==> config.mk <==
export PLATFORM = sky130hd
export DESIGN_NAME = tap_detect
export DESIGN_NICKNAME = d
export VERILOG_FILES = /design/src/rtl/tap_pkg.sv /design/src/rtl/tap_axis_cmp.sv /design/src/rtl/tap_seq_fsm.sv /design/src/rtl/tap_report.sv /design/src/rtl/tap_detect.sv
export SDC_FILE = /design/constraint.sdc
export NUM_CORES = 1
export LEC_CHECK = 0
export ABC_AREA = 1
export BUFFER_PORTS_ARGS = -buffer_cell sky130_fd_sc_hd__buf_2
export CAP_MARGIN = 15
export CORE_ASPECT_RATIO = 1.2
export CORE_MARGIN = 10
export CORE_UTILIZATION = 50
export CTS_CLUSTER_DIAMETER = 200
export CTS_CLUSTER_SIZE = 14
export DETAILED_ROUTE_END_ITERATION = 12
export GPL_TIMING_DRIVEN = 0
export PLACE_DENSITY = 0.8
export SETUP_SLACK_MARGIN = 0.2
export SLEW_MARGIN = 20
export SYNTH_ARGS = -nofsm -noshare
export SYNTH_HDL_FRONTEND = slang
export SYNTH_SLANG_ARGS = --single-unit
==> constraint.sdc <==
create_clock -name clk -period 8.72 [get_ports clk]
set_input_delay 0.436 -clock clk [delete_from_list [all_inputs] [get_ports clk]]
set_output_delay 0.436 -clock clk [all_outputs]
set_load 0.05 [all_outputs]
==> src/rtl/tap_pkg.sv <==
package tap_pkg;

    localparam int AXES = 3;

    typedef enum logic [2:0] {
        ST_IDLE   = 3'd0,
        ST_TAP1   = 3'd1,
        ST_GAP    = 3'd2,
        ST_WINDOW = 3'd3,
        ST_TAP2   = 3'd4,
        ST_HOLD   = 3'd5
    } tap_state_e;

    typedef struct packed {
        logic sgl;
        logic dbl;
    } tap_evt_t;

    // Keep only the lowest set bit: lowest axis index wins ties.
    function automatic logic [AXES-1:0] lowest_set(input logic [AXES-1:0] m);
        return m & (~m + 1'b1);
    endfunction

endpackage

==> src/rtl/tap_axis_cmp.sv <==
module tap_axis_cmp #(
    parameter int SAMPLE_W = 16,
    parameter int THR_W    = 16
) (
    input  logic signed [SAMPLE_W-1:0] smp,
    input  logic [THR_W-1:0]           thr,
    input  logic                       en,
    output logic                       hit
);
    localparam int CMP_W = (SAMPLE_W + 1 > THR_W) ? SAMPLE_W + 1 : THR_W;

    logic [SAMPLE_W:0] ext;
    logic [SAMPLE_W:0] mag;
    logic [CMP_W-1:0]  mag_w;
    logic [CMP_W-1:0]  thr_w;

    always_comb begin
        ext   = {smp[SAMPLE_W-1], smp};
        mag   = smp[SAMPLE_W-1] ? (~ext + 1'b1) : ext;
        mag_w = '0;
        mag_w[SAMPLE_W:0] = mag;
        thr_w = '0;
        thr_w[THR_W-1:0] = thr;
        hit   = en && (mag_w >= thr_w);
    end

    always_comb begin
        if (!en) begin
            AST_DISABLED_NO_HIT: assert (hit == 1'b0);
        end
    end

endmodule

==> src/rtl/tap_seq_fsm.sv <==
module tap_seq_fsm
    import tap_pkg::*;
#(
    parameter int CNT_W = 8
) (
    input  logic             clk,
    input  logic             rst,
    input  logic             smp_vld,
    input  logic             hit,
    input  logic [CNT_W-1:0] dur,
    input  logic [CNT_W-1:0] gap,
    input  logic [CNT_W-1:0] win,
    input  logic             dbl_en,
    output tap_evt_t         evt,
    output logic             start
);
    tap_state_e       state, state_n;
    logic [CNT_W-1:0] cnt, cnt_n;
    logic [CNT_W:0]   cnt_inc;
    logic             armed;

    always_comb begin
        cnt_inc = {1'b0, cnt} + 1'b1;
        armed   = dbl_en && (gap != '0) && (win != '0);
    end

    always_comb begin
        state_n = state;
        cnt_n   = cnt;
        evt     = '0;
        start   = 1'b0;
        if (smp_vld) begin
            unique case (state)
                ST_IDLE: begin
                    if (hit) begin
                        state_n = ST_TAP1;
                        cnt_n   = CNT_W'(1);
                        start   = 1'b1;
                    end
                end
                ST_TAP1, ST_TAP2: begin
                    if (hit) begin
                        if (cnt >= dur) begin
                            state_n = ST_HOLD;
                            cnt_n   = '0;
                        end else begin
                            cnt_n = cnt_inc[CNT_W-1:0];
                        end
                    end else begin
                        cnt_n   = '0;
                        state_n = ST_IDLE;
                        if (cnt <= dur) begin
                            if (state == ST_TAP1) begin
                                evt.sgl = 1'b1;
                                if (armed) state_n = ST_GAP;
                            end else begin
                                evt.dbl = 1'b1;
                            end
                        end
                    end
                end
                ST_GAP: begin
                    if (cnt_inc >= {1'b0, gap}) begin
                        state_n = ST_WINDOW;
                        cnt_n   = '0;
                    end else begin
                        cnt_n = cnt_inc[CNT_W-1:0];
                    end
                end
                ST_WINDOW: begin
                    if (hit) begin
                        cnt_n = '0;
                        if (cnt == '0) begin
                            state_n = ST_HOLD;
                        end else begin
                            state_n = ST_TAP2;
                            cnt_n   = CNT_W'(1);
                            start   = 1'b1;
                        end
                    end else if (cnt_inc >= {1'b0, win}) begin
                        state_n = ST_IDLE;
                        cnt_n   = '0;
                    end else begin
                        cnt_n = cnt_inc[CNT_W-1:0];
                    end
                end
                ST_HOLD: begin
                    if (!hit) begin
                        state_n = ST_IDLE;
                        cnt_n   = '0;
                    end
                end
                default: begin
                    state_n = ST_IDLE;
                    cnt_n   = '0;
                end
            endcase
        end
    end

    always_ff @(posedge clk) begin
        if (rst) begin
            state <= ST_IDLE;
            cnt   <= '0;
        end else begin
            state <= state_n;
            cnt   <= cnt_n;
        end
    end

    AST_WINDOW_COUNT_BOUND: assert property (@(posedge clk) disable iff (rst)
        (state == ST_WINDOW) |-> (cnt < win));

    AST_TAP_RUN_BOUND: assert property (@(posedge clk) disable iff (rst)
        ((state == ST_TAP1) || (state == ST_TAP2)) |-> ((cnt <= dur) || (cnt == CNT_W'(1))));

    AST_IDLE_CYCLE_FROZEN: assert property (@(posedge clk) disable iff (rst)
        !smp_vld |=> ($stable(state) && $stable(cnt)));

    AST_DBL_NEEDS_COUNTS: assert property (@(posedge clk) disable iff (rst)
        evt.dbl |-> ((gap != '0) && (win != '0)));

endmodule

==> src/rtl/tap_report.sv <==
module tap_report
    import tap_pkg::*;
(
    input  logic            clk,
    input  logic            rst,
    input  logic            smp_vld,
    input  logic [AXES-1:0] hit_mask,
    input  logic            start,
    input  tap_evt_t        evt,
    input  logic            sgl_en,
    input  logic            dbl_en,
    output logic            sgl_pulse,
    output logic            dbl_pulse,
    output logic [AXES-1:0] first_axis
);
    logic [AXES-1:0] cand;
    logic            sgl_fire, dbl_fire;

    always_comb begin
        sgl_fire = evt.sgl && sgl_en;
        dbl_fire = evt.dbl && dbl_en;
    end

    always_ff @(posedge clk) begin
        if (rst) begin
            cand       <= '0;
            first_axis <= '0;
            sgl_pulse  <= 1'b0;
            dbl_pulse  <= 1'b0;
        end else begin
            sgl_pulse <= sgl_fire;
            dbl_pulse <= dbl_fire;
            if (start) cand <= lowest_set(hit_mask);
            if (sgl_fire || dbl_fire) first_axis <= cand;
        end
    end

    AST_STATUS_ONEHOT: assert property (@(posedge clk) disable iff (rst)
        $onehot0(first_axis));

    AST_STATUS_HELD: assert property (@(posedge clk) disable iff (rst)
        !(sgl_pulse || dbl_pulse) |-> $stable(first_axis));

    AST_PULSES_EXCLUSIVE: assert property (@(posedge clk) disable iff (rst)
        !(sgl_pulse && dbl_pulse));

    AST_PULSE_AFTER_SAMPLE: assert property (@(posedge clk) disable iff (rst)
        (sgl_pulse || dbl_pulse) |-> $past(smp_vld));

    AST_SGL_ONE_CYCLE: assert property (@(posedge clk) disable iff (rst)
        sgl_pulse |=> !sgl_pulse);

endmodule

==> src/rtl/tap_detect.sv <==
module tap_detect
    import tap_pkg::*;
#(
    parameter int SAMPLE_W = 16,
    parameter int THR_W    = 16,
    parameter int CNT_W    = 8
) (
    input  logic                       clk,
    input  logic                       rst,
    input  logic                       smp_vld,
    input  logic signed [SAMPLE_W-1:0] acc_x,
    input  logic signed [SAMPLE_W-1:0] acc_y,
    input  logic signed [SAMPLE_W-1:0] acc_z,
    input  logic [THR_W-1:0]           tap_thr,
    input  logic [CNT_W-1:0]           tap_dur,
    input  logic [CNT_W-1:0]           gap_len,
    input  logic [CNT_W-1:0]           win_len,
    input  logic [2:0]                 axis_en,
    input  logic                       sgl_en,
    input  logic                       dbl_en,
    output logic                       sgl_pulse,
    output logic                       dbl_pulse,
    output logic [2:0]                 first_axis
);
    logic signed [SAMPLE_W-1:0] acc [AXES];
    logic [AXES-1:0]            hit_mask;
    logic                       any_hit;
    logic                       start;
    tap_evt_t                   evt;

    assign acc[0] = acc_x;
    assign acc[1] = acc_y;
    assign acc[2] = acc_z;

    for (genvar a = 0; a < AXES; a++) begin : g_axis
        tap_axis_cmp #(
            .SAMPLE_W(SAMPLE_W),
            .THR_W   (THR_W)
        ) i_cmp (
            .smp(acc[a]),
            .thr(tap_thr),
            .en (axis_en[a]),
            .hit(hit_mask[a])
        );
    end

    assign any_hit = |hit_mask;

    tap_seq_fsm #(.CNT_W(CNT_W)) i_fsm (
        .clk    (clk),
        .rst    (rst),
        .smp_vld(smp_vld),
        .hit    (any_hit),
        .dur    (tap_dur),
        .gap    (gap_len),
        .win    (win_len),
        .dbl_en (dbl_en),
        .evt    (evt),
        .start  (start)
    );

    tap_report i_report (
        .clk       (clk),
        .rst       (rst),
        .smp_vld   (smp_vld),
        .hit_mask  (hit_mask),
        .start     (start),
        .evt       (evt),
        .sgl_en    (sgl_en),
        .dbl_en    (dbl_en),
        .sgl_pulse (sgl_pulse),
        .dbl_pulse (dbl_pulse),
        .first_axis(first_axis)
    );

    AST_SGL_GATED: assert property (@(posedge clk) disable iff (rst)
        sgl_pulse |-> $past(sgl_en));

    AST_DBL_GATED: assert property (@(posedge clk) disable iff (rst)
        dbl_pulse |-> $past(dbl_en));

endmodule

* Word-level counts from Yosys, hierarchy flattened
Index checks and enable logic that the tools add are counted.
** Operators by class
- Add/subtract/negate cells :: 5
- $lt $le $gt $ge :: 7
- Equal/unequal tests :: 10
- Mux-type cells :: 35
- Bitwise logic cells :: 5
- Reductions and logical operators :: 16
** Operators with widths (count)
- 8-bit 2-to-1 mux :: 7
- 17-bit by 1-bit adder with 17-bit output (second input constant) :: 3
- 17-bit by 16-bit greater-or-equal comparator with 1-bit output :: 3
- 17-bit 2-to-1 mux :: 3
- 17-bit inverter :: 3
- 8-bit one-hot mux with 5 select lines :: 1
- 3-bit 2-to-1 mux :: 8
- 9-bit by 8-bit greater-or-equal comparator with 1-bit output :: 2
- 8-bit nonzero test :: 2
- 3-bit one-hot mux with 5 select lines :: 1
- 2-bit 2-to-1 mux :: 6
- 8-bit by 1-bit adder with 9-bit output (second input constant) :: 1
- 8-bit greater-or-equal comparator :: 1
- 8-bit <= comparator :: 1
- 8-bit logical NOT :: 1
- 1-bit 2-to-1 mux :: 8
- 1-bit logical AND :: 7
- 3-bit by 2-bit equality test with 1-bit output (second input constant) :: 2
- 3-bit equality test (second input constant) :: 2
- 6-bit AND reduction :: 1
- 2-bit by 1-bit inequality test with 1-bit output (second input constant) :: 2
- 3-bit by 1-bit adder with 3-bit output (second input constant) :: 1
- 3-bit bitwise AND :: 1
- 3-bit by 1-bit equality test with 1-bit output (second input constant) :: 1
- 10 further kinds :: 10
** Word-level totals
- Bits in registers :: 19
- Input bits :: 96

* Longest topological paths before layout
- Depth after elaboration :: 11
- Depth in mapped cells :: 25
- Depth with buffers taken out :: 24

* By module
Synthesis repeated with hierarchy kept, for this count alone.
** Unflattened totals
- Cells, all modules :: 739
- Area total of the unflattened synthesis :: 4390.5 um^2
** By module, submodules not included
- tap_axis_cmp (g_axis[0].i_cmp ...) :: instances 2, cells each 156, area an instance 863.3 um^2
- tap_seq_fsm :: instances 1, cells each 232, area an instance 1487.7 um^2
- tap_axis_cmp (g_axis[2].i_cmp) :: instances 1, cells each 155, area an instance 864.6 um^2
- tap_report :: instances 1, cells each 37, area an instance 300.3 um^2
- tap_detect :: instances 1, cells each 3, area an instance 11.3 um^2

* Least setup slack after synthesis
Ideal clock, no wire load.
- Path type :: in2reg
- From :: input acc_x[0]
- To :: register i_fsm.state[0]
- Setup time :: 0.116 ns
- Data arrival time :: 3.188 ns
- Required time :: 8.604 ns
- Setup slack :: 5.417 ns
- Stages :: 24
- Path buffers :: 1
- Path through :: nor3_1 > inv_1 > or4_1 > nor3_1 > nand2_1 > nand2_1 > o21ai_1 > xor2_1 > ha_1 > nand2_1 > nor2_1 > nand2_1 > nor2_1 > nand2_1 > nand3_2 > o21ai_4 > nand3_2 > buf_6 > nand3_4 > nand3_4 > nor2_4 > inv_1 > nor2_1 > nor2_1
** Between the ends
- Longest elaborated chain between the ends :: 8
- Elaborated cells on any way between the ends :: 14
- Classes of those cells :: add/sub: 1; order compare: 1; eq/ne: 4; mux: 4; bitwise: 1; reduce/logical: 3
** Ends and longest elaborated chain
- from (decl) :: RTL line tap_detect.sv:11 : input logic signed [SAMPLE_W-1:0] acc_x,
- 17-bit inverter :: RTL line tap_axis_cmp.sv:19 : mag = smp[SAMPLE_W-1] ? (~ext + 1'b1) : ext;
- 17-bit by 1-bit adder with 17-bit output :: RTL line tap_axis_cmp.sv:19
- 17-bit 2-to-1 mux * :: RTL line tap_axis_cmp.sv:19
- 17-bit by 16-bit greater-or-equal comparator with 1-bit output * :: RTL line tap_axis_cmp.sv:24 : hit = en && (mag_w >= thr_w);
- 1-bit logical AND * :: RTL line tap_axis_cmp.sv:24
- 3-bit OR reduction * :: RTL line tap_detect.sv:47 : assign any_hit = |hit_mask;
- 3-bit by 1-bit inequality test with 1-bit output (no line), or another cell as far along
- 6-bit AND reduction (no line) / 3-bit one-hot mux with 5 select lines (equally long branches)
- to (signal assigned) :: RTL line tap_seq_fsm.sv:106 : state <= state_n;
- to (decl) :: RTL line tap_seq_fsm.sv:17 : tap_state_e state, state_n;
Mark *: on every way between the ends. The rest lies on a longest branch, timed or not.
A chain may end at the register's enable or synchronous reset.

* Worst setup path in the final report
Ends and elaborated chain as after synthesis.

==> run metrics <==
status complete, no violations; Slew Viols, Final 0; Final Cell Area 4710 sq um; Clock Tree Root clkbuf_8; CTS Sinks 19; total number of vias 4380; worst reg2reg path endpoint i_fsm.state[2]; GR Layer Usage met1 0.196; peak supply drop approximately 0.000049 V; reg2reg start i_fsm.cnt[0]; worst reg-to-reg setup slack 5.64 ns; leakage 2.67 nW; Layout Nets 924; Hold Crit Class input port to flop; ys async rst share 0; fin crit period 3.53 ns; number of synthesized flops with an enable pin 0; starting DRC count in detailed routing between 150 and 200; Clock Tree Buf Depth 2; Die ar. 12100 sq um; yosys warns 0; Netlist cell types 40; max-cap viol count 0; H-tree depth 1; Overflow after GRT 0; Setup Skew 0.00548 ns; Slew @ Worst Pin 0.617 ns; initial antenna violation count 0; post-synthesis cell area 4050 sq um; top cells by count, synth nand2_1 (146), inv_1 (112), ha_1 (77); Total Wirelength 11.3 mm; final hold vios 0; final cell count without fillers approximately 840; top_reg_cell synth dfxtp_1; drt wl/cell between 10 and 15 um; Final ANT Viol Nets 0; layout cells sized above 1 0.171; Worst-Skew Late Latency 0.26 ns; sequential element share of the synthesized area 0.0939; Avg Inst Size Synth 6.26 sq um; Die X 102 um; P&R area growth vs syn 16.2%; fraction of the cycle the final worst path needs 0.405; vias in the first global route 4450; top-count cell post-synth nand2_1; row count 35; Initial Utilization 0.520; synthesized flop and latch total 19; number of remaining DRC errors 0; Gates resized, CTS repair 0; area share of the largest cell type after synthesis 0.238; First-pass DRT Iterations 5; synth top area cells ha_1 (24%), nand2_1 (14%), inv_1 (10%); total core area 7790 sq um; met3 Usage GRT 0.0210; # hold bufs at CTS 0; CTS tree done; Critical Path End Type flop; WHS Endpoint i_report.cand[1]; antenna fix cells 0; Die Ht around 120 um; TNS Setup 0 ns; largest net degree at the start of global routing 12; I/O Buffers 99; Synthesized Nets 820; GP Congestion 0.934; WHS Path Cells 3; GRT Util Overall 0.182; Fmax about 0.28 GHz; Cell Area, Placed about 4700 sq um; post-synth top area cell ha_1; worst r2r path cells 16; Worst Hold Launch axis_en[1]; Clock Pin Slew Worst Setup and Hold Paths 0.08 ns; DP HPWL 10.2 mm; placed cell count ~840; Crit Path Category input port to flop; global-route wire length before repair between 15 and 20 mm; clock buffer count from CTS 3; GRT busiest layer met2; power per cell area 88.0 nW/um^2; RSZ-0062 raised after global routing false; Startpoint Class input port; endpoints failing setup 0; CP Max Fanout 10; Setup Fix Bufs, Post-CTS 0; Worst EP required slightly below 9 ns; CP arrival 3.69 ns; I/O pins 101; Synth Instances approximately 650; vias per cell 5.20; Slew headroom 0.585; GR Layer Usage met2 0.351
-- sequential cells by signal, summed over array words and instances (netlist names) --
register and flops:
i_report.sgl_pulse 1, i_fsm.cnt 8, i_report.cand 3, i_fsm.state 3, i_report.dbl_pulse 1, i_report.first_axis 3
-- worst max-delay path by stage --
stage | endpoint | cells past startpoint | from | slack [ns]
detailed placement | i_fsm.state[2] | 25 | acc_x[0] | 4.94
global placement | i_fsm.state[0] | 25 | acc_x[0] | 4.99
floorplan | i_fsm.state[0] | 24 | acc_x[0] | 5.42
finish | i_fsm.state[0] | 25 | acc_x[0] | 5.19
CTS | i_fsm.state[0] | 25 | acc_x[0] | 5.20
global route | i_fsm.cnt[6] | 22 | acc_y[0] | 4.84
-- layer usage --
layer,up-vias,wire (um),part of all wire
met1,1942,4650,0.41
met5,-,0,0
li1,2310,-,-
met4,0,238,0.021
met3,17,511,0.045
met2,111,5900,0.52
-- cell type report --
class	count	area (sq um)
fillers	785	3090
inverters	114	428
repair buffers	99	495
clock buffers	3	41.3
multi-input cells	507	3200
flip-flops and latches	19	380
plain buffers	7	41.3
clock inverters	1	5.00
well taps	92	115
-- layout by cell type (no fill, tap or decap), types with 4 or more instances in the layout --
master and instances:
nand2_1 146, inv_1 112, buf_2 99, ha_1 77, nor2_1 72, a21oi_1 48, xor2_1 28, nand3_1 28
o21ai_0 22, dfxtp_1 19, xnor2_1 12, nor3_1 11, nand4_1 9, nor4_1 7, o31ai_1 5, nand2_2 5
clkbuf_1 4, nand3_2 4, a21o_1 4
-- critical path, stage by stage --
cell and delay (ns):
buf_2 0.10, nor3_1 0.23, inv_1 0.08, or4_1 0.43
nor3_1 0.24, nand2_1 0.11, nand2_1 0.11, o21ai_1 0.09
xor2_1 0.16, ha_1 0.29, nand2_1 0.07, nor2_1 0.04
nand2_1 0.05, nor2_1 0.03, nand2_1 0.07, nand3_2 0.08
o21ai_4 0.24, nand3_2 0.11, buf_6 0.16, nand3_4 0.07
nand3_4 0.13, nor2_4 0.15, inv_1 0.07, nor2_1 0.08
nor2_1 0.05
-- through the flow --
| stage | worst slack (ns) | hold slack (ns) | total power (W) | utilization |
|---|---|---|---|---|
| 2_1_floorplan | 5.42 | 0.436 | 0.000278 | - |
| 3_3_place_gp | 4.99 | 0.456 | 0.000340 | 0.598 |
| 3_5_place_dp | 4.94 | 0.458 | 0.000352 | 0.598 |
| 4_1_cts | 5.20 | 0.456 | 0.000414 | 0.604 |
| 5_1_grt | 4.84 | 0.480 | 0.000456 | 0.604 |
| 6_report | 5.19 | 0.454 | 0.000414 | 0.604 |
-- cell families after synthesis --
| family | count (synthesis) | share of synthesized area |
|---|---|---|
| AO/OA/AOI/OAI | 92 | 0.130 |
| XOR/XNOR | 40 | 0.0865 |
| adder cells (fa/ha/maj) | 77 | 0.238 |
| buffers and inverters | 121 | 0.116 |
| flip-flops | 19 | 0.0939 |
| AND/OR/NAND/NOR | 298 | 0.336 |
-- where the power goes --
group	leakage (nW)	internal (W)	switching, W
logic	2.50	0.000101	0.000151
clock network	0.0255	0.0000318	0.0000310
registers	0.154	0.0000923	0.00000716
(Power assumes the default switching activity.)
